<file path="src/rtl/irq_redir_pkg.sv">
package irq_redir_pkg;
  localparam int SEL_W  = 8;
  localparam int SLOT_W = 7;   // enough for any slot an 8-bit selector decodes

  localparam int BIT_STATUS = 12;
  localparam int BIT_IRR    = 14;
  localparam int BIT_TRIG   = 15;
  localparam int BIT_MASK   = 16;

  localparam logic [SEL_W-1:0] OFF_SEL   = 8'h00;
  localparam logic [SEL_W-1:0] OFF_PAD   = 8'h04;
  localparam logic [SEL_W-1:0] OFF_WIN   = 8'h10;
  localparam logic [SEL_W-1:0] SEL_ID    = 8'h00;
  localparam logic [SEL_W-1:0] SEL_VER   = 8'h01;
  localparam logic [SEL_W-1:0] SEL_ARB   = 8'h02;
  localparam logic [SEL_W-1:0] SEL_ENTRY = 8'h10;

  typedef struct packed {
    logic              idWr;
    logic              loWr;
    logic              hiWr;
    logic              hiHalf;
    logic [SLOT_W-1:0] slot;
  } regStrobe_t;
endpackage

</file>
<file path="src/rtl/irq_redir_ctrl.sv">
module irq_redir_ctrl
  import irq_redir_pkg::*;
#(
  parameter int          NUM_ENTRIES = 24,
  parameter logic [31:0] VERSION     = 32'h00170011
) (
  input  logic             clk,
  input  logic             rstN,
  input  logic [SEL_W-1:0] busAddr,
  input  logic             busWr,
  input  logic             busFull,
  input  logic [SEL_W-1:0] selWdata,
  input  logic [3:0]       idVal,
  input  logic [31:0]      entWord,
  output regStrobe_t       strb,
  output logic [31:0]      busRdata
);
  localparam int LAST_SEL = 16 + 2 * NUM_ENTRIES;

  logic [SEL_W-1:0] selQ;
  logic [SEL_W-1:0] entOff;
  logic             inEntries;
  logic             slotOk;
  logic             winWrOk;
  logic [31:0]      winData;

  always_ff @(posedge clk) begin
    if (!rstN) selQ <= '0;
    else if (busWr && busAddr == OFF_SEL) selQ <= selWdata;
  end

  assign entOff    = selQ - SEL_ENTRY;
  assign inEntries = selQ >= SEL_ENTRY;
  assign slotOk    = inEntries && (int'(entOff[SEL_W-1:1]) < NUM_ENTRIES);
  assign winWrOk   = busWr && busFull && busAddr == OFF_WIN;

  always_comb begin
    strb        = '0;
    strb.slot   = entOff[SEL_W-1:1];
    strb.hiHalf = entOff[0];
    strb.idWr   = winWrOk && selQ == SEL_ID;
    strb.loWr   = winWrOk && slotOk && !entOff[0];
    strb.hiWr   = winWrOk && slotOk &&  entOff[0];
  end

  always_comb begin
    if (selQ == SEL_ID || selQ == SEL_ARB) winData = {4'b0, idVal, 24'b0};
    else if (selQ == SEL_VER)              winData = VERSION;
    else if (slotOk)                       winData = entWord;
    else if (inEntries)                    winData = '1;
    else                                   winData = '0;
  end

  always_comb begin
    unique case (busAddr)
      OFF_SEL: busRdata = {24'b0, selQ};
      OFF_WIN: busRdata = winData;
      default: busRdata = '0;
    endcase
  end

  a_r1_sel_upper_zero: assert property (@(posedge clk) disable iff (!rstN)
    busAddr == OFF_SEL |-> busRdata[31:8] == '0);
  a_r9_no_strobe_oob: assert property (@(posedge clk) disable iff (!rstN)
    (busWr && busAddr == OFF_WIN && int'(selQ) >= LAST_SEL) |-> !(strb.loWr || strb.hiWr));
  a_r11_partial_dropped: assert property (@(posedge clk) disable iff (!rstN)
    (busWr && !busFull) |-> !(strb.idWr || strb.loWr || strb.hiWr));
  a_r8_gap_no_strobe: assert property (@(posedge clk) disable iff (!rstN)
    (busWr && selQ > SEL_ARB && selQ < SEL_ENTRY) |-> !(strb.idWr || strb.loWr || strb.hiWr));
endmodule

</file>
<file path="src/rtl/irq_redir_dp.sv">
module irq_redir_dp
  import irq_redir_pkg::*;
#(
  parameter int NUM_ENTRIES = 24
) (
  input  logic                         clk,
  input  logic                         rstN,
  input  regStrobe_t                   strb,
  input  logic [31:0]                  wdata,
  input  logic [NUM_ENTRIES-1:0]       irrSet,
  input  logic [NUM_ENTRIES-1:0]       irrClr,
  output logic [3:0]                   idVal,
  output logic [31:0]                  entWord,
  output logic [NUM_ENTRIES*64-1:0]    entries,
  output logic                         cfgWr,
  output logic [$clog2(NUM_ENTRIES)-1:0] cfgIdx
);
  localparam int IDX_W = $clog2(NUM_ENTRIES);
  localparam logic [31:0] LO_RESET = 32'h1 << BIT_MASK;

  logic [31:0] loQ [NUM_ENTRIES];
  logic [31:0] hiQ [NUM_ENTRIES];
  logic [31:0] loView [NUM_ENTRIES];
  logic [NUM_ENTRIES-1:0] irrQ;
  logic [NUM_ENTRIES-1:0] statVec;
  logic [3:0]  idQ;
  logic        cfgWrQ;
  logic [IDX_W-1:0] cfgIdxQ;

  always_ff @(posedge clk) begin
    if (!rstN) idQ <= '0;
    else if (strb.idWr) idQ <= wdata[27:24];
  end
  assign idVal = idQ;

  for (genvar i = 0; i < NUM_ENTRIES; i++) begin : g_ent
    logic loHit, hiHit, irrNext;
    assign loHit = strb.loWr && strb.slot == SLOT_W'(i);
    assign hiHit = strb.hiWr && strb.slot == SLOT_W'(i);

    always_ff @(posedge clk) begin
      if (!rstN) begin
        loQ[i] <= LO_RESET;
        hiQ[i] <= '0;
      end else begin
        if (loHit) loQ[i] <= {wdata[31:BIT_TRIG], 1'b0, wdata[BIT_IRR-1],
                              loQ[i][BIT_STATUS], wdata[BIT_STATUS-1:0]};
        if (hiHit) hiQ[i] <= wdata;
      end
    end

    always_comb begin
      irrNext = irrQ[i];
      if (irrClr[i]) irrNext = 1'b0;
      if (irrSet[i]) irrNext = 1'b1;
      if (loHit && !wdata[BIT_TRIG]) irrNext = 1'b0;
    end

    always_ff @(posedge clk) begin
      if (!rstN) irrQ[i] <= 1'b0;
      else       irrQ[i] <= irrNext;
    end

    assign loView[i]  = {loQ[i][31:BIT_TRIG], irrQ[i], loQ[i][BIT_IRR-1:0]};
    assign statVec[i] = loQ[i][BIT_STATUS];
    assign entries[i*64 +: 64] = {hiQ[i], loView[i]};

    a_r13_set_wins: assert property (@(posedge clk) disable iff (!rstN)
      (irrSet[i] && !(loHit && !wdata[BIT_TRIG])) |=> irrQ[i]);
  end

  always_comb begin
    entWord = '0;
    for (int i = 0; i < NUM_ENTRIES; i++)
      if (strb.slot == SLOT_W'(i)) entWord = strb.hiHalf ? hiQ[i] : loView[i];
  end

  always_ff @(posedge clk) begin
    if (!rstN) begin
      cfgWrQ  <= 1'b0;
      cfgIdxQ <= '0;
    end else begin
      cfgWrQ  <= strb.loWr || strb.hiWr;
      cfgIdxQ <= strb.slot[IDX_W-1:0];
    end
  end
  assign cfgWr  = cfgWrQ;
  assign cfgIdx = cfgIdxQ;

  a_r7_edge_clears_irr: assert property (@(posedge clk) disable iff (!rstN)
    (strb.loWr && !wdata[BIT_TRIG]) |=> !irrQ[cfgIdxQ]);
  a_r6_status_kept: assert property (@(posedge clk) disable iff (!rstN)
    strb.loWr |=> $stable(statVec));
  a_r12_cfg_idx_range: assert property (@(posedge clk) disable iff (!rstN)
    cfgWrQ |-> int'(cfgIdxQ) < NUM_ENTRIES);
endmodule

</file>
<file path="src/rtl/irq_redir_regs.sv">
module irq_redir_regs
  import irq_redir_pkg::*;
#(
  parameter int          NUM_ENTRIES = 24,
  parameter logic [31:0] VERSION     = 32'h00170011
) (
  input  logic                           clk,
  input  logic                           rstN,
  input  logic [7:0]                     busAddr,
  input  logic                           busWr,
  input  logic                           busFull,
  input  logic [31:0]                    busWdata,
  output logic [31:0]                    busRdata,
  input  logic [NUM_ENTRIES-1:0]         irrSet,
  input  logic [NUM_ENTRIES-1:0]         irrClr,
  output logic [NUM_ENTRIES*64-1:0]      entries,
  output logic                           cfgWr,
  output logic [$clog2(NUM_ENTRIES)-1:0] cfgIdx
);
  regStrobe_t  strb;
  logic [3:0]  idVal;
  logic [31:0] entWord;

  irq_redir_ctrl #(.NUM_ENTRIES(NUM_ENTRIES), .VERSION(VERSION)) u_ctrl (
    .clk(clk), .rstN(rstN), .busAddr(busAddr), .busWr(busWr), .busFull(busFull),
    .selWdata(busWdata[7:0]), .idVal(idVal), .entWord(entWord),
    .strb(strb), .busRdata(busRdata));

  irq_redir_dp #(.NUM_ENTRIES(NUM_ENTRIES)) u_dp (
    .clk(clk), .rstN(rstN), .strb(strb), .wdata(busWdata),
    .irrSet(irrSet), .irrClr(irrClr), .idVal(idVal), .entWord(entWord),
    .entries(entries), .cfgWr(cfgWr), .cfgIdx(cfgIdx));
endmodule

</file>
<file path="config.mk">
export PLATFORM = sky130hd
export DESIGN_NAME = irq_redir_regs
export DESIGN_NICKNAME = d
export VERILOG_FILES = /design/src/rtl/irq_redir_pkg.sv /design/src/rtl/irq_redir_ctrl.sv /design/src/rtl/irq_redir_dp.sv /design/src/rtl/irq_redir_regs.sv
export SDC_FILE = /design/constraint.sdc
export NUM_CORES = 2
export LEC_CHECK = 0
export BUFFER_PORTS_ARGS = -buffer_cell sky130_fd_sc_hd__buf_2
export CAP_MARGIN = 20
export CORE_AREA = 4 4 646 648
export CTS_BUF_LIST = sky130_fd_sc_hd__clkbuf_2 sky130_fd_sc_hd__clkbuf_4 sky130_fd_sc_hd__clkbuf_8
export DETAILED_ROUTE_END_ITERATION = 7
export DIE_AREA = 0 0 650 652
export PLACE_DENSITY = 0.39
export SLEW_MARGIN = 20
export SYNTH_ARGS = -nofsm -noshare
export SYNTH_HDL_FRONTEND = slang
export SYNTH_SLANG_ARGS = --single-unit
</file>
<file path="constraint.sdc">
create_clock -name clk -period 10.65 [get_ports clk]
set_input_delay 1.5975 -clock clk [delete_from_list [all_inputs] [get_ports clk]]
set_output_delay 1.5975 -clock clk [all_outputs]
set_load 0.01 [all_outputs]
</file>
==> flow_summary.yaml <==
final_layout:
  drive_above_1_share: 0.357
  num-nets-final: 7456
  syn2layout_area_growth_pct: 30.4
logic_synthesis:
  synth_cells: 5696
  synth_area_leaders: "edfxtp_1 61%, and2_1 13%, mux2i_1 8.5%, o21ai_0 1.9%, a21oi_1 1.6%"
  synth_top_area_share: 0.610
  ys.flop_type: "edfxtp_1"
  avgSynthCellArea_um2: 12.9
  synth_edf_count: 1488
  ys_async_sr_fraction: 0
  netlist_area_um2: 73300
  synth-seq-area-share: 0.621
  yosysWarnings: 0
  synth_top_area_cell: "edfxtp_1"
  yosys_register_bits: 1530
  yosys.cell_types.count: 76
  synth_common_cells: "1488 x edfxtp_1, 1470 x and2_1, 621 x mux2i_1, 285 x o21ai_0, 281 x clkbuf_1"
  yosysMostFrequentCell: "edfxtp_1"
global_routing:
  antenna_found_initial: 156
  grt_pass1_wl_um: 763000
  grt_overflow_total: 0
  grt_pass1_vias: 59400
  grt_max_degree: 76
  grt-busiest-layer: "met2"
  grt_util_met3: 0.0730
  use_met2: 0.467
  use_met1: 0.343
  grt_use_total: 0.283
routing:
  vias: 62000
  via_per_inst: 4.70
  drt_wl_total_um: 627000
  routedWlPerCell_um: 47.5
  drtAntennaViolNets: 0
  dr.pass1.iters: 6
  drc_errors: 1
  first_iter_violations: 8218
setup_path:
  worstPathRequired_ns: 9.05
  cp-end-kind: "primary output"
  crit_type: "reg2out"
  timing.rr.start: "u_ctrl.selQ[4]$_SDFFE_PN0P_"
  crit_fanout: 37
  reg2reg_depth: 12
  startpoint_type: "flip-flop"
  crit_arrival_ns: 7.85
  reg2reg_slack_ns: 4.64
  r2r-end: "u_dp.hiQ[1][247]$_SDFFCE_PN0P_"
cts:
  clkTransAtPathRegs_ns: 0.06
  cts_sinks: 1530
  cts_root_buffer: "clkbuf_8"
  h-tree-depth: 5
  post-cts-setup-buffers: 0
  cts_buffer_depth: 4
  numCtsBuffers: 313
  clock_latency_ns: 1.17
  cts_tree: "yes"
  cts_hold_buf: 0
  cts_resized: 0
placement:
  dp_hpwl_um: 489000
  io_buffers: 1641
  finalWeightedCongestion: 0.938
timing:
  fin_crit_sh: 0.887
  setup_viol: 0
  fin_tns_setup_ns: 0
  hold_viol: 0
  worst_pin_slew_ns: 1.26
  whs_ns: 0.532
  fmax_mhz: 106
  fin_skew_ns: 0.102
  max-slew-margin-rel: 0.139
  finalMaxSlewViolations: 0
  period_minus_slack_ns: 9.45
  rsz0062_at_grt: "false"
power:
  pwr-share-clk: 0.434
  sw_frac_of_total: 0.297
  p_leak_uw: 0.0339
  p_int_uw: 10900
  ir_drop_mv: 0.0896
  netSwitchingPower_uw: 4580
  combinationalPowerShare: 0.101
  seqPwrFrac: 0.466
  power.density_nw_per_um2: 162
floorplan:
  rows: 236
  io_pins: 1666
  initial_core_util: 0.178
  die_x_um: 650
  die_area_um2: 424000
  die_h_um: 652
  core_um2: 412000
min_path:
  holdPathEnd: "u_dp.idVal[0]$_SDFFE_PN0P_"
  min_from: "u_dp.idVal[0]$_SDFFE_PN0P_"
  worstHoldPathCells: 2
  hold_path.class: "reg2reg"
outcome:
  status: "finished, violations left"
  violations: "DRC"
job:
  cap_violations: 0
cell type report:
type	instances	area, um2
Timing Repair Buffer	1904	10400
Clock inverter	111	971
Inverter	4	15.0
Tap cell	5474	6850
Sequential cell	1530	45500
Fill cell	44200	316000
Clock buffer	451	5460
Multi-Input combinational cell	3609	26000
Antenna cell	106	265
per-stage QoR:
stage	power [uW]	instance area, um2	worst slack, ns	utilization	cells
floorplan	7570	73400	5.15	-	5719
global placement	8870	88500	2.14	0.215	12500
detailed placement	8870	88800	2.30	0.216	12500
CTS	15500	95200	1.12	0.231	13100
global route	15800	95300	0.920	0.231	13100
finish	15400	95500	1.20	0.232	13200
logic make-up (layout without fill, tap and decap cells):
| family | Yosys count | in the layout | synth area share |
|---|---|---|---|
| mux | 722 | 722 | 0.104 |
| fa+ha+maj | 2 | 2 | 0.000341 |
| buf+inv | 580 | 2470 | 0.0391 |
| compound gates | 915 | 915 | 0.0769 |
| simple gates | 1946 | 1946 | 0.158 |
| other cells | 1 | 130 | 0.0000512 |
| flops | 1530 | 1530 | 0.621 |
critical path, cell delays in order (launching register included):
cell and delay [ns]:
dfxtp_1 0.75, inv_1 0.21, ha_1 0.51, nor2b_1 0.31, a21o_2 0.26, buf_4 0.31
nand2_1 0.58, nor2_4 0.27, buf_12 0.25, a211oi_1 0.91, o221ai_1 0.69, a21oi_1 0.83
o311ai_1 0.21, buf_4 0.19, nand2_1 0.21, buf_2 0.20
worst max path at each step:
| stage | startpoint | endpoint | slack [ns] | cells past startpoint |
|---|---|---|---|---|
| CTS | u_ctrl.selQ[2]$_SDFFE_PN0P_ | busRdata[4] | 1.12 | 12 |
| floorplan | busAddr[2] | u_dp.hiQ[0][0]$_SDFFCE_PN0P_ | 5.15 | 6 |
| global placement | u_ctrl.selQ[4]$_SDFFE_PN0P_ | busRdata[26] | 2.14 | 14 |
| detailed placement | u_ctrl.selQ[4]$_SDFFE_PN0P_ | busRdata[26] | 2.30 | 15 |
| finish | u_ctrl.selQ[4]$_SDFFE_PN0P_ | busRdata[26] | 1.20 | 15 |
| global route | u_ctrl.selQ[4]$_SDFFE_PN0P_ | busRdata[26] | 0.92 | 15 |
state kept, by name, indices dropped and copies added (netlist names):
name          cells
u_dp.cfgWr        1
u_ctrl.selQ       8
u_dp.idVal        4
u_dp.loQ        720
u_dp.entries     24
u_dp.hiQ        768
u_dp.cfgIdx       5
power groups by stage:
| stage | registers [uW] | clock network, uW | logic [uW] |
|---|---|---|---|
| after floorplan | 7320 | 0 | 247 |
| after global placement | 7290 | 0 | 1570 |
| after detailed placement | 7300 | 0 | 1570 |
| after CTS | 7180 | 6800 | 1570 |
| after global routing | 7200 | 7060 | 1550 |
| final | 7190 | 6690 | 1550 |
per-layer routing:
layer	vias to the layer above	share of wire
met5	-	0.00022
met4	22	0.057
met1	32600	0.39
li1	24200	-
met3	912	0.086
met2	4237	0.47
layout by cell type (no fill, tap or decap), types with 16 or more instances in the layout:
cell type  synthesis  routed
mux2_2            75      75
dfxtp_1           42      38
a221oi_1          30      30
a22oi_1           30      30
nor2_2            31      36
nand2_1          112     104
a211oi_1          36      35
o21ai_1            9      16
and2_1          1470    1470
nor2b_1           54      51
buf_4             89     266
conb_1             1      24
o21ai_0          285     229
nor3_1            30      25
a21oi_1          231     228
mux4_2            25      25
clkinv_2           0      19
a31oi_1           20      20
edfxtp_1        1488    1488
o221ai_1          38      38
o211ai_1          29      29
clkbuf_4           0     119
or3_1             30      28
o22ai_1          103     103
nand3_1           36      31
nor2_4             2      37
diode_2            0     106
mux2i_1          621     614
o21ai_4            1      48
clkinv_1           0      53
nor2_1           128      88
clkbuf_8           0     332
buf_2            121    1624
(Power assumes the default switching activity.)
